## config.mk

```make
export PLATFORM = sky130hd
export DESIGN_NAME = ret_stack1
export DESIGN_NICKNAME = d
export VERILOG_FILES = /design/src/rtl/ret_stack1.sv
export SDC_FILE = /design/constraint.sdc
export NUM_CORES = 1
export LEC_CHECK = 0
export CAP_MARGIN = 10
export CORE_AREA = 5 5 46 48
export CTS_CLUSTER_DIAMETER = 60
export CTS_CLUSTER_SIZE = 8
export DETAILED_ROUTE_END_ITERATION = 8
export DIE_AREA = 0 0 51 53
export HOLD_SLACK_MARGIN = 0.15
export PLACE_DENSITY = 0.76
export SETUP_SLACK_MARGIN = 0.4
export SYNTH_ARGS = -nofsm -noshare
export SYNTH_HDL_FRONTEND = slang
export SYNTH_SLANG_ARGS = --single-unit
```

## constraint.sdc

```tcl
create_clock -name clk -period 1.3 [get_ports clk]
set_input_delay 0.195 -clock clk [delete_from_list [all_inputs] [get_ports clk]]
set_output_delay 0.195 -clock clk [all_outputs]
set_load 0.05 [all_outputs]
```

## src/rtl/ret_stack1.sv

```systemverilog
module ret_stack1 #(
  parameter int PC_W = 13
) (
  input  logic            clk,
  input  logic            rst_n,
  input  logic            irq_push,
  input  logic            call_push,
  input  logic            ret_pop,
  input  logic            reti_pop,
  input  logic [PC_W-1:0] pc_in,
  input  logic            carry_in,
  output logic [PC_W-1:0] pc_out,
  output logic            carry_out,
  output logic            pc_load,
  output logic            carry_load
);

  logic [PC_W-1:0] slot_pc;
  logic            slot_c;
  logic            any_push;

  assign any_push = irq_push | call_push;

  always_ff @(posedge clk) begin
    if (!rst_n) begin
      slot_pc <= '0;
      slot_c  <= 1'b0;
    end else if (any_push) begin
      slot_pc <= pc_in;
      if (irq_push) slot_c <= carry_in;
    end
  end

  assign pc_out     = slot_pc;
  assign carry_out  = slot_c;
  assign pc_load    = ~any_push & (ret_pop | reti_pop);
  assign carry_load = ~any_push & reti_pop;

endmodule


```

Word level (Yosys, flattened, before mapping)
Cells that the tools add are included.

Bitwise gates (word level): 5. Reductions and logical operators: 1.

Operators with widths (number): bitwise AND 1 bit (2); OR 1 bit (2); AND reduction 2 bit (1); inverter 1 bit (1).

Register bits after elaboration: 14. Bits of input ports: 20. Output and inout bits: 16.

Depth between registers and ports, before layout
Gate-level depths: netlist (run 1).

Depth in word-level cells: 3. Gate-level depth with buffers: 4.

Worst setup path after synthesis (run 1)
No wires, ideal clock.

Kind: in2out. Start point: input port call_push. End point: output port pc_load. Arrival time: 1262 ps. Setup slack: -157 ps. Stages: 3. Buffers on the path: 1. Cells stage by stage: or2_4 > buf_6 > nor2_1.

Word-level cells in the longest chain between the ends: 3.

RTL lines: start, declared (line 7) `input logic call_push,`; OR 1 bit (line 22) `assign any_push = irq_push | call_push;`; inverter 1 bit (line 36) `assign pc_load = ~any_push & (ret_pop | reti_pop);`; bitwise AND 1 bit (line 36); end, declared (line 14) `output logic pc_load,`.

No other way between the ends.

Worst setup path in the final report (run 1)
Same ends and word-level chain as after synthesis.

==> results of run 1 <==
-- worst max-delay path, cell delays in order --
cell,delay [ps]
sky130_fd_sc_hd__buf_6,90
sky130_fd_sc_hd__or2_4,270
sky130_fd_sc_hd__nor2_4,110
sky130_fd_sc_hd__buf_12,140
-- power groups by stage --
| stage | clock network (mW) | registers [mW] | logic, mW |
|---|---|---|---|
| after floorplan | 0 | 0.582 | 0.0881 |
| after global placement | 0 | 0.500 | 0.389 |
| after detailed placement | 0 | 0.502 | 0.394 |
| after CTS | 0.309 | 0.494 | 0.403 |
| after global routing | 0.349 | 0.496 | 0.434 |
| final | 0.311 | 0.493 | 0.417 |
-- cell usage in the layout, fill, tap and decap left out, types with 2 or more instances in the layout --
| master | Yosys | routed |
|---|---|---|
| sky130_fd_sc_hd__nor2_4 | 0 | 3 |
| sky130_fd_sc_hd__o211ai_1 | 13 | 13 |
| sky130_fd_sc_hd__buf_4 | 0 | 6 |
| sky130_fd_sc_hd__clkbuf_4 | 0 | 3 |
| sky130_fd_sc_hd__buf_12 | 0 | 17 |
| sky130_fd_sc_hd__o21ai_0 | 5 | 4 |
| sky130_fd_sc_hd__dfxtp_2 | 0 | 13 |
| sky130_fd_sc_hd__nand2_1 | 13 | 13 |
| sky130_fd_sc_hd__buf_6 | 1 | 2 |
| sky130_fd_sc_hd__clkdlybuf4s50_1 | 0 | 14 |
| sky130_fd_sc_hd__o21ai_2 | 8 | 8 |
-- kinds of logic after synthesis --
kind of cell	share of synthesized area
simple gates	0.126
flops	0.469
mux	0.0167
buf+inv	0.0669
compound gates	0.322
-- cell type report --
type,count,share of cell area
clock buffer,4,0.0287
inverter,1,0.00296
multi-input combinational,45,0.237
sequential,14,0.237
tap,17,0.0168
timing repair buffer,43,0.477
-- routing by layer --
metal,track usage,vias up,part of all wire
met3,0.0479,4,0.059
met2,0.260,22,0.53
met5,0,-,0
met4,0.0538,0,0.019
met1,0.154,304,0.39
li1,-,315,-
-- Yosys cell counts --
master,count
sky130_fd_sc_hd__buf_2,5
sky130_fd_sc_hd__buf_6,1
sky130_fd_sc_hd__dfxtp_1,14
sky130_fd_sc_hd__inv_1,1
sky130_fd_sc_hd__mux2i_1,1
sky130_fd_sc_hd__nand2_1,13
sky130_fd_sc_hd__nor2_1,3
sky130_fd_sc_hd__nor2b_1,1
sky130_fd_sc_hd__o211ai_1,13
sky130_fd_sc_hd__o21ai_0,5
sky130_fd_sc_hd__o21ai_2,8
sky130_fd_sc_hd__or2_4,1
-- registers in the layout, indices dropped and copies added (netlist names) --
signal	count
pc_out	13
carry_out	1
-- final timing paths --
kind / depth (start not counted) / start / endpoint
max: 4 / call_push / pc_load
min: 4 / irq_push / pc_out[12]
max reg2reg: 3 / pc_out[0] / pc_out[0]
min reg2reg: 2 / pc_out[7] / pc_out[7]
-- through the flow --
| step | instances | setup slack (ps) | cell area (um^2) | utilization |
|---|---|---|---|---|
| after floorplan | 66 | 238 | 624 | - |
| after global placement | 116 | -53.7 | 1160 | 0.696 |
| after detailed placement | 116 | -122 | 1160 | 0.696 |
| after CTS | 123 | 254 | 1220 | 0.733 |
| after global routing | 124 | 260 | 1270 | 0.758 |
| final | 124 | 286 | 1270 | 0.758 |
-- timing repair --
item	4_1_cts	5_1_grt
gates resized for setup	19	5
cloned	0	1
endpoints found under the setup margin	30	19
buffers inserted	3	0
pin swaps	4	4
endpoints found under the hold margin	0	0
==> results.yml, run 1 <==
run_status:
  outcome: "completed"
route:
  vias_per_cell: 5.20
  routed_wl_um: 2040
  drt_drc_violations_left: 0
  post_drt_wl_per_cell_um: 16.4
  final_antenna_net_count: 0
  detailroute.via_count: 645
  dr.pass1.iters: 4
  detailedRoute.firstIterationViolations: 4
floorplan:
  design.die.area_mm2: 0.00270
  boundaryPins: 36
  die_height_um: 53
  core_mm2: 0.00167
  chipWidth_um: 51
  num_rows: 15
  initial_core_util: 0.358
logic_synthesis:
  synth.top_cells.by_area: "sky130_fd_sc_hd__dfxtp_1 47%, sky130_fd_sc_hd__o211ai_1 16%, sky130_fd_sc_hd__o21ai_2 12%, sky130_fd_sc_hd__nand2_1 8.2%, sky130_fd_sc_hd__buf_2 4.2%"
  postSynthRegisterBits: 14
  synthDistinctLibCells: 12
  synth_top_cell_by_area: "sky130_fd_sc_hd__dfxtp_1"
  ys.warnings.count: 0
  post_synth_inst_count: 66
  synth.yosys.seq_area_share: 0.469
  top_cell_type_s_share_of_synthesized_area: 0.469
  syn_avg_cell_area_um2: 9.06
  postSynthNetCount: 86
  area_of_the_mapped_netlist_um2: 598
clocking:
  clk_latency_ps: 270
  cts_tree: "done"
  htree_levels: 1
  clk_pin_slew_worst_paths_ps: 90
  post_cts_hold_buffer_count: 0
  root_buffer: "sky130_fd_sc_hd__clkbuf_4"
  clock_sink_count: 14
  cts-buffers-inserted: 3
  max-clock-path-buffers: 2
worst_setup_path:
  reg2reg_setup_slack_ps: 600
  critical_path_peak_fanout: 3
  data_arrival_time_of_the_critical_path_ps: 820
  crit_path_start_kind: "input pin"
  setup.worst_path.class: "in2out"
  critical_path.endpoint_type: "output port"
  worst-endpoint-required_ps: 1110
power_and_ir_drop:
  power-per-cell-area_mw_per_mm2: 964
  max-vdd-ir-drop_mv: 0.547
  power.sequential.fraction: 0.404
  power_frac_comb: 0.341
  power.switching_fraction: 0.305
  internal_power_summed_over_all_cells_uw: 848
  p_switching_uw: 372
  totalPowerFinal_mw: 1.22
  p_clk_frac: 0.255
  power_leakage_nw: 0.499
global_route:
  grt_start_max_net_pins: 28
  initial_antenna_violation_count: 0
  track_usage: 0.144
  grt_remaining_overflow: 0
  grt_pass1_wl_um: 2810
  first_global_vias: 629
placement:
  place_hpwl_um: 1330
  numPortBuffers: 35
  gpl.final_weighted_congestion: 0.670
cells_and_area:
  ratio_of_cells_with_drive_above_1_in_the_final_layout: 0.533
  num-nets-final: 128
  nFillCells: 108
  multiInputGateArea_um2: 300
  antenna-diode-count: 0
  area.growth.synth_to_final_pct: 112
  seqCellArea_um2: 300
sta:
  hold_slack_ps: 371
  final_hold_viol_count: 0
  timing_max_transition_violations_final: 0
  fin_setup_tns_ps: 0
  finalCritPeriodShare: 0.780
  rsz0062_at_grt: "yes"
  clock.fmax_mhz: 986
  worst-slew-pin-transition_ps: 243
  max_slew_margin: 0.838
  setup-violations-final: 0
  minimum_clock_period_ps: 1010
  final.setup_skew_ps: 0
flow_run:
  drv.max_cap_violation_count: 0
hold_path:
  hold_class: "in2reg"
(Power assumes the default switching activity.)
==> run 2, diff against run 1 <==
--- a/config.mk
+++ b/config.mk
@@ -6,13 +6,13 @@
 export NUM_CORES = 1
 export LEC_CHECK = 0
 export CAP_MARGIN = 10
-export CORE_AREA = 5 5 46 48
+export CORE_AREA = 5 5 48 50
 export CTS_CLUSTER_DIAMETER = 60
 export CTS_CLUSTER_SIZE = 8
 export DETAILED_ROUTE_END_ITERATION = 8
-export DIE_AREA = 0 0 51 53
+export DIE_AREA = 0 0 53 55
 export HOLD_SLACK_MARGIN = 0.15
-export PLACE_DENSITY = 0.76
+export PLACE_DENSITY = 0.7
 export SETUP_SLACK_MARGIN = 0.4
 export SYNTH_ARGS = -nofsm -noshare
 export SYNTH_HDL_FRONTEND = slang
==> constraint.sdc (replaced) <==
create_clock -name clk -period 1 [get_ports clk]
set_input_delay 0.15 -clock clk [delete_from_list [all_inputs] [get_ports clk]]
set_output_delay 0.15 -clock clk [all_outputs]
set_load 0.05 [all_outputs]
==> run 2 against run 1 <==
  * Worst setup slack lost 220 ps
  * Clock-buffer cell count shrank 1
  * First-iteration DRC count grew 25%
  * Highest routed layer unchanged
  * Hold slack lost 48 ps
  * Largest cell class unchanged
  * Critical path type is now reg2out
  * Total power grew 26%
  * Sequential cell count is the same
==> results.yml, run 2 (synthesized netlist as in run 1, its figures left out) <==
floorplan:
  initial_core_util: 0.321
  core_mm2: 0.00186
  chipWidth_um: 53
  num_rows: 16
  design.die.area_mm2: 0.00292
  boundaryPins: 36
  die_height_um: 55
worst_setup_path:
  path_cells: "buf_12"
  data_arrival_time_of_the_critical_path_ps: 790
  critical_path.slowest_cell: "sky130_fd_sc_hd__dfxtp_4"
  reg2reg_from: "carry_out"
  crit_path_start_kind: "register"
  crit_reg_reg_endpoint: "carry_out"
  worst_setup_path_startpoint: "pc_out[0]"
  cpPeakStageDelay_ps: 360
  critical_path.endpoint_type: "output port"
  critPathBufInv: 1
  worst_r2r_path_depth: 3
  reg2reg_setup_slack_ps: 200
  cp_top_family: "flip-flops"
  setup.worst_path.class: "reg2out"
  worst-endpoint-required_ps: 850
  critical_path_peak_fanout: 2
global_route:
  grt_remaining_overflow: 0
  grt_start_max_net_pins: 15
  grt_pass1_wl_um: 2980
  track_usage: 0.148
  initial_antenna_violation_count: 0
  first_global_vias: 644
clocking:
  max-clock-path-buffers: 2
  htree_levels: 1
  cts_tree: "done"
  clock_sink_count: 14
  clk_pin_slew_worst_paths_ps: 90
  root_buffer: "sky130_fd_sc_hd__clkbuf_4"
  post_cts_hold_buffer_count: 0
  cts-buffers-inserted: 3
  clk_latency_ps: 280
sta:
  final_hold_viol_count: 0
  final.setup.worst_slack_ps: 62.1
  minimum_clock_period_ps: 938
  fin_setup_tns_ps: 0
  timing_max_transition_violations_final: 0
  hold_slack_ps: 323
  final.setup_skew_ps: 0
  max_slew_margin: 0.845
  rsz0062_at_grt: "yes"
  setup-violations-final: 0
  finalCritPeriodShare: 0.938
  worst-slew-pin-transition_ps: 231
  clock.fmax_mhz: 1070
run_status:
  outcome: "completed"
route:
  vias_per_cell: 4.73
  detailroute.via_count: 638
  final_antenna_net_count: 0
  routed_wl_um: 1980
  dr.pass1.iters: 3
  post_drt_wl_per_cell_um: 14.6
  drt_drc_violations_left: 0
  detailedRoute.firstIterationViolations: 5
hold_path:
  hold_class: "in2reg"
  worstHoldStart: "call_push"
  timing.hold.worst_path_depth: 4
  worst_hold_path.endpoint: "pc_out[8]"
cells_and_area:
  final_design_area_no_fill_mm2: 0.00137
  final-instance-count-excl-fill: 135
  antenna-diode-count: 0
  area.growth.synth_to_final_pct: 129
  largest_register_ff_count: 13
  final_core_util: 0.735
  ratio_of_cells_with_drive_above_1_in_the_final_layout: 0.583
  mostFrequentLayoutCells: "17 x sky130_fd_sc_hd__buf_12, 14 x sky130_fd_sc_hd__dfxtp_4, 14 x sky130_fd_sc_hd__clkdlybuf4s50_1"
  final_common_cell: "sky130_fd_sc_hd__buf_12"
  num-nets-final: 129
placement:
  dp.cells: 127
  place_hpwl_um: 1270
  numPortBuffers: 35
  placement_stage_worst_setup_slack_ps: -294
  gpl.final_weighted_congestion: 0.679
  placed_cell_area_mm2: 0.00122
power_and_ir_drop:
  power-per-cell-area_mw_per_mm2: 1120
  max-vdd-ir-drop_mv: 0.871
  totalPowerFinal_mw: 1.53
  power_leakage_nw: 0.521
flow_run:
  drv.max_cap_violation_count: 0
run 2: changes by cell type in the layout (fill, tap and decap cells not counted), sizes merged:
cell           delta
dlymetal6s2s      -1
clkbuf            -1
bufbuf            +1
clkinv            +1
clkdlybuf4s15     +1
run 2: final cells by class:
type | instances | area, um^2
Clock buffer | 3 | 22.5
Clock inverter | 1 | 3.75
Fill cell | 133 | 493
Inverter | 1 | 3.75
Multi-Input combinational cell | 45 | 318
Sequential cell | 14 | 333
Tap cell | 27 | 33.8
Timing Repair Buffer | 44 | 654
run 2: how the worst max path moves through the flow:
stage,end,depth (start not counted)
floorplan,carry_load,3
global placement,carry_load,4
detailed placement,pc_out[8],4
CTS,carry_load,4
global route,pc_out[0],1
finish,pc_out[0],1
run 2: timing repair:
item	4_1_cts	5_1_grt
gates cloned	1	1
pin swaps	4	15
buffers inserted	2	0
gates resized for setup	22	11
setup endpoints to repair	30	30
run 2: metal layers:
metal | global-route usage | vias to the layer above | wire [um]
met3 | 0.0509 | 6 | 125
met5 | 0 | - | 0
met4 | 0.102 | 0 | 49
met1 | 0.159 | 291 | 779
met2 | 0.244 | 25 | 1020
li1 | - | 316 | -
run 2: power breakdown:
| part | switching [mW] | internal [mW] | total [mW] |
|---|---|---|---|
| Sequential | 0.0388 | 0.584 | 0.622 |
| Combinational | 0.267 | 0.307 | 0.574 |
| Clock | 0.191 | 0.145 | 0.336 |
| Total | 0.497 | 1.04 | 1.53 |
run 2: tightest hold or removal path, delay by kind of cell:
| family | cells | cell delay, ps |
|---|---|---|
| compound gates | 2 | 190 |
| buf+inv | 2 | 240 |
